===== config.mk =====
export PLATFORM = sky130hd
export DESIGN_NAME = csel_unit
export DESIGN_NICKNAME = d
export VERILOG_FILES = /design/src/rtl/csel_pkg.sv /design/src/rtl/csel_regs.sv /design/src/rtl/csel_match.sv /design/src/rtl/csel_seq.sv /design/src/rtl/csel_unit.sv
export SDC_FILE = /design/constraint.sdc
export NUM_CORES = 1
export LEC_CHECK = 0
export ABC_AREA = 1
export CELL_PAD_IN_SITES_DETAIL_PLACEMENT = 1
export CELL_PAD_IN_SITES_GLOBAL_PLACEMENT = 1
export CORE_MARGIN = 2
export CORE_UTILIZATION = 40
export DETAILED_ROUTE_END_ITERATION = 8
export GPL_TIMING_DRIVEN = 0
export PLACE_DENSITY = 0.73
export SETUP_SLACK_MARGIN = 0.3
export SYNTH_ARGS = -nofsm -noshare
export SYNTH_HDL_FRONTEND = slang
export SYNTH_HIERARCHICAL = 1
export SYNTH_SLANG_ARGS = --single-unit

===== constraint.sdc =====
create_clock -name clk -period 3.6 [get_ports clk]
set_input_delay 0.54 -clock clk [delete_from_list [all_inputs] [get_ports clk]]
set_output_delay 0.54 -clock clk [all_outputs]
set_load 0.05 [all_outputs]

===== src/rtl/csel_pkg.sv =====
`timescale 1ns/1ps
package csel_pkg;
  localparam int ADDR_W    = 28;
  localparam int MIN_SHIFT = 18;
  localparam int BASE_W    = ADDR_W - MIN_SHIFT;
  localparam int CODE_W    = 4;
  localparam int MAX_CODE  = 8;
  localparam int PH_W      = 2;

  typedef struct packed {
    logic [PH_W-1:0] rec;
    logic [PH_W-1:0] hold;
    logic [PH_W-1:0] acc;
    logic [PH_W-1:0] setup;
  } phase_t;

  typedef struct packed {
    phase_t              wr;
    phase_t              rd;
    logic                wait_en;
    logic                en;
    logic [CODE_W-1:0]   code;
    logic [BASE_W-1:0]   base;
  } bank_cfg_t;

  localparam bank_cfg_t BOOT_BANK0 = bank_cfg_t'(32'hFFFF_5400);

  typedef enum logic [2:0] {ST_IDLE, ST_SETUP, ST_ACC, ST_HOLD, ST_REC} seq_st_t;
endpackage


===== src/rtl/csel_regs.sv =====
`timescale 1ns/1ps
module csel_regs
  import csel_pkg::*;
#(
  parameter int N_BANKS = 8,
  localparam int IDX_W = (N_BANKS > 1) ? $clog2(N_BANKS) : 1,
  localparam int CFG_W = $bits(bank_cfg_t)
) (
  input  logic                        clk,
  input  logic                        rst_n,
  input  logic                        cfg_we,
  input  logic [IDX_W-1:0]            cfg_idx,
  input  logic [CFG_W-1:0]            cfg_wdata,
  output bank_cfg_t [N_BANKS-1:0]     cfg_o
);
  for (genvar b = 0; b < N_BANKS; b++) begin : g_bank
    localparam bank_cfg_t RST_VAL = (b == 0) ? BOOT_BANK0 : bank_cfg_t'('0);
    always_ff @(posedge clk or negedge rst_n) begin
      if (!rst_n)
        cfg_o[b] <= RST_VAL;
      else if (cfg_we && cfg_idx == IDX_W'(b))
        cfg_o[b] <= bank_cfg_t'(cfg_wdata);
    end
  end
endmodule


===== src/rtl/csel_match.sv =====
`timescale 1ns/1ps
module csel_match
  import csel_pkg::*;
#(
  parameter int N_BANKS = 8,
  localparam int IDX_W = (N_BANKS > 1) ? $clog2(N_BANKS) : 1
) (
  input  logic [ADDR_W-1:0]        addr,
  input  bank_cfg_t [N_BANKS-1:0]  cfg,
  output logic                     hit,
  output logic [IDX_W-1:0]         hit_idx
);
  logic [N_BANKS-1:0] bank_hit;

  for (genvar b = 0; b < N_BANKS; b++) begin : g_cmp
    logic [CODE_W-1:0] code_c;
    logic [BASE_W-1:0] keep;
    always_comb begin
      code_c = (cfg[b].code > CODE_W'(MAX_CODE)) ? CODE_W'(MAX_CODE) : cfg[b].code;
      keep   = {BASE_W{1'b1}} << code_c;
      bank_hit[b] = cfg[b].en &&
                    (((addr[ADDR_W-1:MIN_SHIFT] ^ cfg[b].base) & keep) == '0);
    end
  end

  // Scan from the top so the lowest matching bank is the last to be written.
  always_comb begin
    hit     = 1'b0;
    hit_idx = '0;
    for (int b = N_BANKS - 1; b >= 0; b--) begin
      if (bank_hit[b]) begin
        hit     = 1'b1;
        hit_idx = IDX_W'(b);
      end
    end
  end

  // the chosen bank really matched and no lower bank matched.
  always_comb begin
    if (hit) begin
      a_r4_lowest_wins: assert (bank_hit[hit_idx] &&
                                ((bank_hit & ((N_BANKS'(1) << hit_idx) - N_BANKS'(1))) == '0));
    end
  end
endmodule


===== src/rtl/csel_seq.sv =====
`timescale 1ns/1ps
module csel_seq
  import csel_pkg::*;
#(
  parameter int N_BANKS = 8,
  localparam int IDX_W = (N_BANKS > 1) ? $clog2(N_BANKS) : 1
) (
  input  logic               clk,
  input  logic               rst_n,
  input  logic               start,
  input  logic [IDX_W-1:0]   start_idx,
  input  phase_t             start_tim,
  input  logic               start_wait_en,
  input  logic               start_write,
  input  logic               start_upper,
  input  logic               start_lower,
  input  logic               ext_wait,
  output logic               busy,
  output logic [N_BANKS-1:0] cs_n,
  output logic               rd_n,
  output logic               wr_upper_n,
  output logic               wr_lower_n,
  output logic               ack
);
  localparam logic [N_BANKS-1:0] ONE = N_BANKS'(1);

  seq_st_t         st;
  logic [PH_W-1:0] cnt;
  logic [IDX_W-1:0] idx_q;
  phase_t          tim_q;
  logic            wen_q, wr_q, up_q, lo_q;
  logic            stall, sel_on, strobe_on;

  assign stall     = wen_q && ext_wait;
  assign sel_on    = (st == ST_SETUP) || (st == ST_ACC) || (st == ST_HOLD);
  assign strobe_on = (st == ST_ACC);
  assign busy      = (st != ST_IDLE);
  assign ack       = strobe_on && (cnt == '0) && !stall;
  assign cs_n       = sel_on ? ~(ONE << idx_q) : '1;
  assign rd_n       = !(strobe_on && !wr_q);
  assign wr_upper_n = !(strobe_on && wr_q && up_q);
  assign wr_lower_n = !(strobe_on && wr_q && lo_q);

  always_ff @(posedge clk or negedge rst_n) begin
    if (!rst_n) begin
      st    <= ST_IDLE;
      cnt   <= '0;
      idx_q <= '0;
      tim_q <= '0;
      wen_q <= 1'b0;
      wr_q  <= 1'b0;
      up_q  <= 1'b0;
      lo_q  <= 1'b0;
    end else begin
      unique case (st)
        ST_IDLE: if (start) begin
          idx_q <= start_idx;
          tim_q <= start_tim;
          wen_q <= start_wait_en;
          wr_q  <= start_write;
          up_q  <= start_upper;
          lo_q  <= start_lower;
          if (start_tim.setup != '0) begin
            st  <= ST_SETUP;
            cnt <= start_tim.setup - 2'd1;
          end else begin
            st  <= ST_ACC;
            cnt <= start_tim.acc;
          end
        end
        ST_SETUP: if (cnt == '0) begin
          st  <= ST_ACC;
          cnt <= tim_q.acc;
        end else cnt <= cnt - 2'd1;
        ST_ACC: if (cnt != '0) cnt <= cnt - 2'd1;
          else if (!stall) begin
            if (tim_q.hold != '0) begin
              st  <= ST_HOLD;
              cnt <= tim_q.hold - 2'd1;
            end else if (tim_q.rec != '0) begin
              st  <= ST_REC;
              cnt <= tim_q.rec - 2'd1;
            end else st <= ST_IDLE;
          end
        ST_HOLD: if (cnt == '0) begin
          if (tim_q.rec != '0) begin
            st  <= ST_REC;
            cnt <= tim_q.rec - 2'd1;
          end else st <= ST_IDLE;
        end else cnt <= cnt - 2'd1;
        ST_REC: if (cnt == '0) st <= ST_IDLE;
          else cnt <= cnt - 2'd1;
        default: st <= ST_IDLE;
      endcase
    end
  end

  // an acknowledge is never followed directly by another one.
  a_r7_ack_single: assert property (@(posedge clk) disable iff (!rst_n)
    ack |=> !ack);
  // a stalled final strobe cycle keeps the strobe asserted next cycle.
  a_r8_stall_keeps_strobe: assert property (@(posedge clk) disable iff (!rst_n)
    (strobe_on && cnt == '0 && stall) |=> (strobe_on && $stable(idx_q)));
  // the select is released only after the strobe has ended.
  a_r5_select_outlives_strobe: assert property (@(posedge clk) disable iff (!rst_n)
    (strobe_on && !ack) |=> sel_on);
endmodule


===== src/rtl/csel_unit.sv =====
`timescale 1ns/1ps
module csel_unit
  import csel_pkg::*;
#(
  parameter int N_BANKS = 8,
  localparam int IDX_W = (N_BANKS > 1) ? $clog2(N_BANKS) : 1,
  localparam int CFG_W = $bits(bank_cfg_t)
) (
  input  logic               clk,
  input  logic               rst_n,
  input  logic               cfg_we,
  input  logic [IDX_W-1:0]   cfg_idx,
  input  logic [CFG_W-1:0]   cfg_wdata,
  input  logic               req_valid,
  output logic               req_ready,
  input  logic [ADDR_W-1:0]  req_addr,
  input  logic               req_write,
  input  logic               req_upper,
  input  logic               req_lower,
  input  logic               ext_wait,
  output logic [N_BANKS-1:0] cs_n,
  output logic               rd_n,
  output logic               wr_upper_n,
  output logic               wr_lower_n,
  output logic               xfer_ack
);
  bank_cfg_t [N_BANKS-1:0] cfg;
  logic                    hit;
  logic [IDX_W-1:0]        hit_idx;
  logic                    busy, accept;
  phase_t                  sel_tim;

  csel_regs #(.N_BANKS(N_BANKS)) u_regs (
    .clk(clk), .rst_n(rst_n), .cfg_we(cfg_we), .cfg_idx(cfg_idx),
    .cfg_wdata(cfg_wdata), .cfg_o(cfg)
  );

  csel_match #(.N_BANKS(N_BANKS)) u_match (
    .addr(req_addr), .cfg(cfg), .hit(hit), .hit_idx(hit_idx)
  );

  assign req_ready = !busy;
  assign accept    = req_valid && req_ready;
  assign sel_tim   = req_write ? cfg[hit_idx].wr : cfg[hit_idx].rd;

  csel_seq #(.N_BANKS(N_BANKS)) u_seq (
    .clk(clk), .rst_n(rst_n),
    .start(accept && hit), .start_idx(hit_idx), .start_tim(sel_tim),
    .start_wait_en(cfg[hit_idx].wait_en), .start_write(req_write),
    .start_upper(req_upper), .start_lower(req_lower), .ext_wait(ext_wait),
    .busy(busy), .cs_n(cs_n), .rd_n(rd_n), .wr_upper_n(wr_upper_n),
    .wr_lower_n(wr_lower_n), .ack(xfer_ack)
  );

  // never more than one select low.
  a_r4_one_select: assert property (@(posedge clk) disable iff (!rst_n)
    $onehot0(~cs_n));
  // a strobe is only driven while some bank is selected.
  a_r6_strobe_in_select: assert property (@(posedge clk) disable iff (!rst_n)
    (!rd_n || !wr_upper_n || !wr_lower_n) |-> (cs_n != '1));
  // a taken request that matches nothing leaves the bus idle.
  a_r9_miss_dropped: assert property (@(posedge clk) disable iff (!rst_n)
    (accept && !hit) |=> (req_ready && cs_n == '1 && !xfer_ack));
  // while an access runs, nothing else is taken.
  a_r9_busy_blocks: assert property (@(posedge clk) disable iff (!rst_n)
    (cs_n != '1) |-> !req_ready);
endmodule


# Word-level counts from Yosys, hierarchy flattened
# Index checks and enable logic that the tools add are counted.
totals:
  reg_bits: 274
  input_bits: 71
  out_inout_bits: 13
  word_cells: 265
op_classes:
  addsub: 4
  magnitude_cmp: 9
  n_eq_ne: 19
  shifts: 9
  n_mux: 48
  bitwise: 17
  reduce_logical: 53
op_table:
  columns: ["operator", "count"]
  rows:
  - ["binary-select mux 32 bit (select 3 bit)", 1]
  - ["bitwise AND 10 bit", 8]
  - ["logical NOT 10 bit", 8]
  - ["left shift 10 x 4 -> 10 bit, first input constant", 8]
  - ["bitwise XOR 10 bit", 8]
  - ["two-way mux 3 bit", 16]
  - ["greater-than comparator 4 bit, second input constant", 8]
  - ["two-way mux 32 bit", 1]
  - ["two-way mux 4 bit", 8]
  - ["logical AND 1 bit", 25]
  - ["two-way mux 2 bit", 10]
  - ["two-way mux 8 bit", 2]
  - ["equality test 3 bit, second input constant", 5]
  - ["one-hot mux 3 bit (5 select lines)", 1]
  - ["equality test 3 x 2 -> 1 bit, second input constant", 4]
  - ["inequality test 2 bit, second input constant", 5]
  - ["one-hot mux 2 bit (5 select lines)", 1]
  - ["two-way mux 1 bit", 8]
  - ["NOT 8 bit", 1]
  - ["nonzero test 2 bit", 4]
  - ["left shift 1 x 3 -> 8 bit, first input constant", 1]
  - ["subtractor 2 x 1 -> 2 bit, second input constant", 4]
  - ["equality test 3 x 1 -> 1 bit, second input constant", 2]
  - ["logical NOT 1 bit", 6]
  - ["other kinds (11)", 14]

# Longest topological paths before layout
# Gate-level depths: netlist (run 1).
depth:
  depth_word: 21
  depth_mapped: 31
  depth_no_buf: 28

# Hierarchy
# The synthesis (run 1) kept the hierarchy.
modules_own_cells:
  columns: ["module", "instances", "cells_each", "area_per_inst_um2", "seq_area_each_um2"]
  rows:
  - ["csel_regs", 1, 1145, 10020.9, 6429.9]
  - ["csel_match", 1, 279, 1745.4, 0.0]
  - ["csel_unit", 1, 406, 1722.9, 0.0]
  - ["csel_seq", 1, 164, 1201.2, 450.4]

# Worst setup path after synthesis (run 1)
# No wires, ideal clock.
synth_path:
  kind: "input to register"
  start: "in req_addr[22]"
  end: "reg u_seq.cnt[1]"
  setup_ns: 0.077
  t_arrival_ns: 2.795
  slack_ns: 0.728
  cell_stages: 28
  cell_sequence: "buf_4 -> xor2_1 -> nand3_1 -> nand2_1 -> nor2_1 -> nand2_1 -> nor2_1 -> nand2_1 -> nand2_1 -> nand2_1 -> nand2_1 -> nand2_1 -> a21oi_2 -> buf_6 -> buf_6 -> buf_4 -> nand2_1 -> nand3_1 -> nand3_1 -> nand3_1 -> nand2_1 -> inv_1 -> nand2_1 -> o21ai_0 -> nand2_1 -> o21ai_0 -> nor2_1 -> a21oi_1"
synth_rtl:
  columns: ["element", "line", "source"]
  rows:
  - ["from (decl)", "csel_unit.sv:16", "input logic [ADDR_W-1:0] req_addr,"]
  - ["to (signal assigned)", "csel_seq.sv:65", "cnt <= start_tim.setup - 2'd1;"]
  - ["to (signal assigned)", "csel_seq.sv:68", "cnt <= start_tim.acc;"]
  - ["to (signal assigned)", "csel_seq.sv:73", "cnt <= tim_q.acc;"]
  - ["to (decl)", "csel_seq.sv:28", "logic [PH_W-1:0] cnt;"]

==> key figures, run 1 <==
Timing
  – Share of the cycle needed by the critical path after routing: 0.9170
  – Worst Skew: between 0.02 and 0.03 ns
  – Final count of hold timing violations: 0
  – Count of final max-slew check failures: 0
  – Unrepaired setup endpoints after global routing: yes
  – Max Freq: 0.3029 GHz
  – Final setup vio count: 0
  – Relative slew slack: 0.3886
  – Final worst path period need: 3.301 ns
  – Slew at the pin closest to its max-slew limit: 0.9171 ns

Routing
  – Pre-Repair DR Iteration Count: 5
  – Total Wirelength: ~54000 microns
  – Post-route DRC violation count: 0
  – Vias per cell: 5.277
  – Initial detailed-routing violation count: 807
  – Average wire length per cell after detail routing: ~21 microns
  – Antenna viol nets, final: 0
  – Via count: 13593

Min path
  – Min-Delay Path Class: primary input to async pin

Die
  – Count of standard-cell rows: 70
  – Number of top-level pins: 84
  – Vertical extent of the die: 195.6 microns
  – Width of the die: between 150 and 200 microns
  – Starting Density: 0.4042
  – Die outline area: about 38000 sq um
  – Core area: 36350 sq um

Yosys
  – Count leader, synth: nand2_1
  – Proportion of synthesized chip area in sequential cells: 0.4684
  – Most frequent cells after synthesis: nand2_1 (889), nand3_1 (257), dfrtp_1 (255)
  – Avg Synthesized Cell Area: 7.367 sq um
  – Number of synthesized flops with an enable pin: 0
  – Net count after synthesis: slightly above 2000
  – Fraction of synthesized cell area taken by the top area cell type: 0.4344
  – Main area contributors after synthesis: dfrtp_1 (43%), nand2_1 (23%), nand3_1 (8.8%), inv_1 (4.0%), dfstp_2 (3.4%)
  – Unique masters post-synth: 50
  – Synth Cell Area: between 10000 and 15000 sq um
  – Post-synthesis register bit count: 274
  – Share of synthesized flip-flops with an asynchronous set or reset: 1.000
  – Cell accounting for the most synthesized area: dfrtp_1
  – Number of warnings printed during yosys synthesis: 6
  – Post-synthesis cell count: roughly 2000
  – Most instantiated flip-flop cell in the synthesis netlist: dfrtp_1

Global routing
  – Number of antenna violations at the first check in global routing: 0
  – Vias in the first global route: approximately 14000
  – Met2 GRT Util: 0.4739
  – Global Route met3 Usage: 0.03990
  – Global-route wire length before repair: about 83000 microns
  – Overflow left after global routing: 0
  – Overall global routing resource usage: 0.2863
  – Gr busiest metal: met2
  – Maximum number of pins on one net before global-route repair: around 110
  – Met1 capacity usage during global routing: 0.3882

Final layout
  – Area growth from synthesis to layout: 17.73%
  – Share of layout cells above drive strength 1: 0.1409
  – Number of nets in the finished design: 2156
  – # diodes: 0
  – Summed area of non-filler cells in the final layout: roughly 17000 sq um

Pwr
  – Power density normalized to cell area: between 600 and 700 nW/um^2
  – Reported leakage power: 9.055 nW
  – Pwr Total: 10.83 mW
  – Peak VDD IR: between 0.3 and 0.4 mV

Critical path
  – CP required: 3.99 ns
  – Critical path peak fanout: 10
  – Nature of the critical path endpoint: flop
  – Number of cells traversed by the worst register-to-register path: 21
  – Kind of start point of the critical path: flop
  – Type of the setup path with the least slack: flop to flop
  – Data arrival, critical path: 3.70 ns

Place
  – Final weighted congestion of routability-driven global placement: 0.8685
  – HPWL reported at the end of detailed placement: 37260 microns
  – Port Buffer Count: 25
  – Placed standard-cell area: 15590 sq um

CTS
  – Hold_buf cts: 0
  – Clock network latency to the later pin of the worst-skew pair: 0.53 ns
  – CTS tree: built
  – Number of clock buffers inserted by TritonCTS: 34
  – CTS root buffer: clkbuf_16
  – H-tree Lvls: 2
  – Number of sinks handled by clock tree synthesis: around 270
  – Clock Path Buffers: 3
  – Clock transition at path regs: 0.06 ns

Run status
  – Status: complete, no violations

Job
  – Max-Cap Viols: 0
## critical path, cell delays in order, from the launching register on
cell,delay (ns)
dfstp_2,0.56
inv_1,0.06
o311ai_0,0.39
o21ai_0,0.15
nor2_1,0.12
nand3_1,0.11
nand2_1,0.22
a21oi_4,0.07
buf_6,0.16
inv_2,0.13
buf_4,0.26
nand3_1,0.10
nand3_1,0.11
nand3_1,0.13
nand2_4,0.12
inv_2,0.05
nand2_4,0.07
o21ai_2,0.06
nand2_1,0.07
o21ai_1,0.06
nor2_1,0.08
a21oi_1,0.06
## area by class of cell
type                    count  area (sq um)
multi-input cells        1419          6701
plain buffers             133         853.3
fillers                  4600         19050
clock buffers              51         996.0
clock inverters             9         98.84
well taps                 468         585.6
inverters                 168         648.1
repair buffers             54         528.0
flip-flops and latches    274          6884
## through the flow
step           setup WS (ns)  utilization  cells  setup TNS [ns]  hold slack (ns)
2_1_floorplan         0.7280            -   1994               0           0.2444
3_3_place_gp          -10.56       0.4272   2487        -2819.27           0.4497
3_5_place_dp          -1.259       0.4288   2489          -9.421           0.4537
4_1_cts               0.2876       0.4677   2565               0          0.04992
5_1_grt              0.08962       0.4758   2576               0          0.05948
6_report              0.2989       0.4758   2576               0          0.02527
## kinds of logic (layout without fill, tap and decap cells)
family,after synthesis,in the layout,synth area share
buffers and inverters,301,415,0.09165
AND/OR/NAND/NOR,1235,1235,0.3449
XOR/XNOR,65,65,0.03875
multiplexers,6,6,0.006133
flip-flops,274,274,0.4684
adder cells (fa/ha/maj),1,1,0.0008516
AO/OA/AOI/OAI,112,112,0.04940
## worst paths after layout
kind                                  startpoint                end  slack [ns]
worst max-delay path            u_regs/cfg_o[10]       u_seq/cnt[1]        0.30
max in group asynchronous                  rst_n   u_regs/cfg_o[27]        2.17
worst min register to register  u_regs/cfg_o[24]   u_regs/cfg_o[24]        0.46
min in group clk                   cfg_wdata[14]   u_regs/cfg_o[14]        0.35
worst max register to register  u_regs/cfg_o[10]       u_seq/cnt[1]        0.30
worst min-delay path                       rst_n  u_regs/cfg_o[148]        0.03
## timing repair
action	in CTS	in global routing
setup endpoints to repair	11	11
buffers inserted	16	11
resized for setup	68	58
pin swaps	12	30
## flip-flops by register name, summed over array words and instances (netlist names)
name,count
u_seq/cnt,2
u_seq/wen_q,1
u_seq/st,3
u_seq/wr_q,1
u_seq/up_q,1
u_seq/lo_q,1
u_regs/cfg_o,256
u_seq/tim_q,6
u_seq/idx_q,3
## layout by cell type, fill, tap and decap left out, types with 6 or more instances in the layout
cell type | synthesis | routed
o21ai_1 | 9 | 9
buf_6 | 10 | 17
nor2_2 | 4 | 8
clkbuf_16 | 0 | 35
o22ai_1 | 11 | 10
a21oi_1 | 16 | 15
dfrtp_1 | 255 | 252
clkbuf_2 | 18 | 19
o211ai_1 | 10 | 10
nand2_1 | 889 | 871
inv_1 | 157 | 150
buf_2 | 58 | 45
dfstp_2 | 19 | 19
nand4_1 | 11 | 11
o21ai_2 | 4 | 6
buf_12 | 0 | 6
clkinv_2 | 0 | 6
buf_4 | 11 | 38
xnor2_1 | 34 | 34
mux2_4 | 6 | 6
nand2_2 | 3 | 18
nand3_2 | 1 | 18
nor2_1 | 58 | 54
clkbuf_1 | 34 | 43
inv_2 | 7 | 12
nand3_1 | 257 | 238
xor2_1 | 31 | 31
o21ai_0 | 28 | 26
clkbuf_8 | 0 | 6
clkdlybuf4s50_1 | 0 | 22
## metal layers
metal / share of wire / wire length (microns) / vias to the layer above
met2: 0.47 / 25080 / 351
met4: 0.032 / 1721 / 0
met3: 0.052 / 2769 / 88
li1: - / - / 6412
met1: 0.45 / 24060 / 6742
met5: 0 / 0 / -
## report_power, final
part | switching [mW] | internal [mW] | leakage, nW
combinational | 2.02 | 1.18 | 5.12
clock | 1.37 | 2.05 | 0.543
sequential | 0.477 | 3.74 | 3.39
total | 3.86 | 6.97 | 9.06
Power figures use the tool's default switching activity.
==> run 2: changes to the inputs <==
- PLACE_DENSITY: 0.73 -> not set
- PLACE_DENSITY_LB_ADDON: not set -> 0.08
- clock period: 3.6 -> 3.1 ns (I/O delays scaled with it)
==> run 2 against run 1 <==
Compared with the run above:
- the run now ends with setup timing left
- largest cell class unchanged
- utilization grew 0.92 points
- sequential cell count unchanged
- cell count up 0.31%
- routed wire length increased by 3.0%
- total power increased by 21%
- highest routed layer unchanged
- combinational power rose by 18%
- critical path depth increased by 2
==> key figures, run 2 (synthesis results as in run 1) <==
Run status
  – Status: finished with violations
  – Violated checks: setup timing

Die
  – Vertical extent of the die: 195.6 microns
  – Starting Density: 0.4042
  – Core area: roughly 36000 sq um
  – Width of the die: approximately 200 microns
  – Count of standard-cell rows: 70
  – Die outline area: 38280 sq um
  – Number of top-level pins: 84

Routing
  – Vias per cell: 5.304
  – Average wire length per cell after detail routing: 21.37 microns
  – Antenna viol nets, final: 0
  – Met2 wire length: around 26000 microns
  – Detail Route met3 WL: 2954 microns
  – Total Wirelength: approximately 55000 microns
  – Post-route DRC violation count: 0
  – Highest metal layer with signal wires: met4
  – Via count: 13706
  – Pre-Repair DR Iteration Count: 5
  – Wl on met1: around 26000 microns
  – Initial detailed-routing violation count: slightly below 900

Timing
  – Total negative slack: -2.108 ns
  – Relative slew slack: 0.4328
  – Count of final max-slew check failures: 0
  – Final Hold Slack: 0.2678 ns
  – Final setup vio count: 10
  – Final count of hold timing violations: 0
  – Unrepaired setup endpoints after global routing: yes
  – Final worst path period need: 3.459 ns
  – Worst Skew: 0.02173 ns
  – Slew at the pin closest to its max-slew limit: 0.8507 ns
  – Max Freq: 0.2891 GHz
  – Share of the cycle needed by the critical path after routing: 1.116
  – Worst setup margin: -0.3590 ns

Critical path
  – Nature of the critical path endpoint: flop
  – Critical path peak fanout: 10
  – Slack of the worst reg-to-reg path: -0.36 ns
  – CP required: between 3 and 4 ns
  – Type of the setup path with the least slack: flop to flop
  – Data arrival, critical path: just under 4 ns
  – R2r endpoint: u_seq/cnt[1]
  – Kind of start point of the critical path: flop
  – Number of cells traversed by the worst register-to-register path: 23
  – Reg2Reg Launch Point: u_regs/cfg_o[237]

Global routing
  – Maximum number of pins on one net before global-route repair: 114
  – Overall global routing resource usage: 0.2945
  – Vias in the first global route: between 10000 and 15000
  – Global-route wire length before repair: 85430 microns
  – Number of antenna violations at the first check in global routing: 0
  – Overflow left after global routing: 0

Final layout
  – Share of layout cells above drive strength 1: 0.1522
  – Most common library cell in the layout ignoring fill and taps: nand2_1
  – Summed area of non-filler cells in the final layout: around 18000 sq um
  – Number of nets in the finished design: between 2000 and 2500
  – Largest regs: u_regs/cfg_o: 256 flops, u_seq/tim_q: 6 flops
  – Register containing the most flip-flops in the final layout: u_regs/cfg_o
  – Area growth from synthesis to layout: 20.01%
  – Non-filler cells, final: 2584
  – Final design utilization: 0.4850
  – Most frequent cells in the layout: nand2_1 (863), dfrtp_1 (254), nand3_1 (232)
  – Fillers: ~4500
  – Flip-flop count of the largest register, all copies and words added: approximately 260
  – # diodes: 0

Place
  – Port Buffer Count: 25
  – Final weighted congestion of routability-driven global placement: 0.8651
  – Placed standard-cell area: 15590 sq um
  – HPWL reported at the end of detailed placement: 38000 microns
  – Cell count after placement: roughly 2500
  – Worst slack at placement: -1.800 ns

Pwr
  – Design internal power: 8.486 mW
  – Pwr Total: 13.13 mW
  – Switching power: roughly 4.6 mW
  – Fraction of power spent switching nets: 0.3534
  – Peak VDD IR: 0.3876 mV
  – Power density normalized to cell area: ~740 nW/um^2
  – Reported leakage power: 9.158 nW
  – Clock network fraction of design power: 0.338
  – Flop pwr share: 0.373
  – Comb power frac: 0.289

Min path
  – WHS Path Cells: 3
  – End point of the worst hold path: u_regs/cfg_o[168]
  – Hold Startpoint: cfg_wdata[8]
  – Min-Delay Path Class: primary input to flop

CTS
  – Number of clock buffers inserted by TritonCTS: 35
  – Number of sinks handled by clock tree synthesis: 274
  – CTS tree: built
  – Clock Path Buffers: 3
  – H-tree Lvls: 2
  – Clock transition at path regs: 0.06 ns
  – CTS root buffer: clkbuf_16
  – Clock network latency to the later pin of the worst-skew pair: 0.54 ns

Job
  – Max-Cap Viols: 0
## run 2: cell types whose count changed in the layout (fill, tap and decap cells not counted), sizes merged, moves of 2 or more
cell           delta
bufinv            +3
clkbuf            +4
clkdlybuf4s50    -12
clkinv            -2
dlygate4sd2      +10
dlymetal6s2s      +2
## run 2: routing by layer
layer | GRT usage | up-vias
met4 | 0.07294 | 0
met5 | 0 | -
met2 | 0.4762 | 330
li1 | - | 6423
met1 | 0.4175 | 6875
met3 | 0.04128 | 78
## run 2: worst max-delay path: stages, from the launching register on
cell	delay [ns]
dfrtp_2	0.48
inv_4	0.11
nand4_1	0.10
nand3_1	0.11
o21ai_1	0.07
nor2_2	0.13
nand2_2	0.11
o21ai_2	0.21
nand3_2	0.16
a21oi_4	0.27
buf_8	0.17
inv_2	0.11
buf_4	0.22
nand3_1	0.12
nand3_1	0.09
nand3_1	0.15
nand2_4	0.10
inv_4	0.07
nand2_4	0.06
o21ai_2	0.12
nand2_1	0.07
o21ai_1	0.09
nor2_1	0.06
a21oi_1	0.17
## run 2: worst max path at each step
stage	depth (start not counted)	slack, ns	from	to
2_1_floorplan	28	0.30	req_addr[22]	u_seq/cnt[1]
3_3_place_gp	1	-11.18	rst_n	u_regs/cfg_o[219]
3_5_place_dp	23	-1.80	req_addr[27]	u_seq/cnt[1]
4_1_cts	29	-0.35	u_regs/cfg_o[237]	u_seq/cnt[1]
5_1_grt	28	-0.55	u_regs/cfg_o[237]	u_seq/cnt[1]
6_report	23	-0.36	u_regs/cfg_o[237]	u_seq/cnt[1]
## run 2: area by class of cell
type | count | area (sq um) | area share
flip-flops and latches | 274 | 6882 | 0.3903
plain buffers | 133 | 857.1 | 0.04862
inverters | 168 | 650.6 | 0.03691
well taps | 468 | 585.6 | 0.03322
multi-input cells | 1419 | 6823 | 0.3870
clock buffers | 53 | 1055 | 0.05983
clock inverters | 11 | 197.7 | 0.01121
repair buffers | 58 | 579.3 | 0.03286
## run 2: power groups by stage
stage	registers [mW]	logic (mW)	clock network, mW
final	4.90	3.79	4.44
after global routing	5.00	4.21	4.65
after CTS	4.89	3.63	4.52
after detailed placement	4.93	3.42	0
after global placement	4.92	3.32	0
after floorplan	4.77	2.44	0
## run 2: timing repair
item,CTS,global route
gates cloned,1,0
pin swaps,29,31
endpoints found under the hold margin,55,0
gates resized for setup,104,63
hold buffers,1,0
setup endpoints to repair,26,21
buffers inserted,23,6
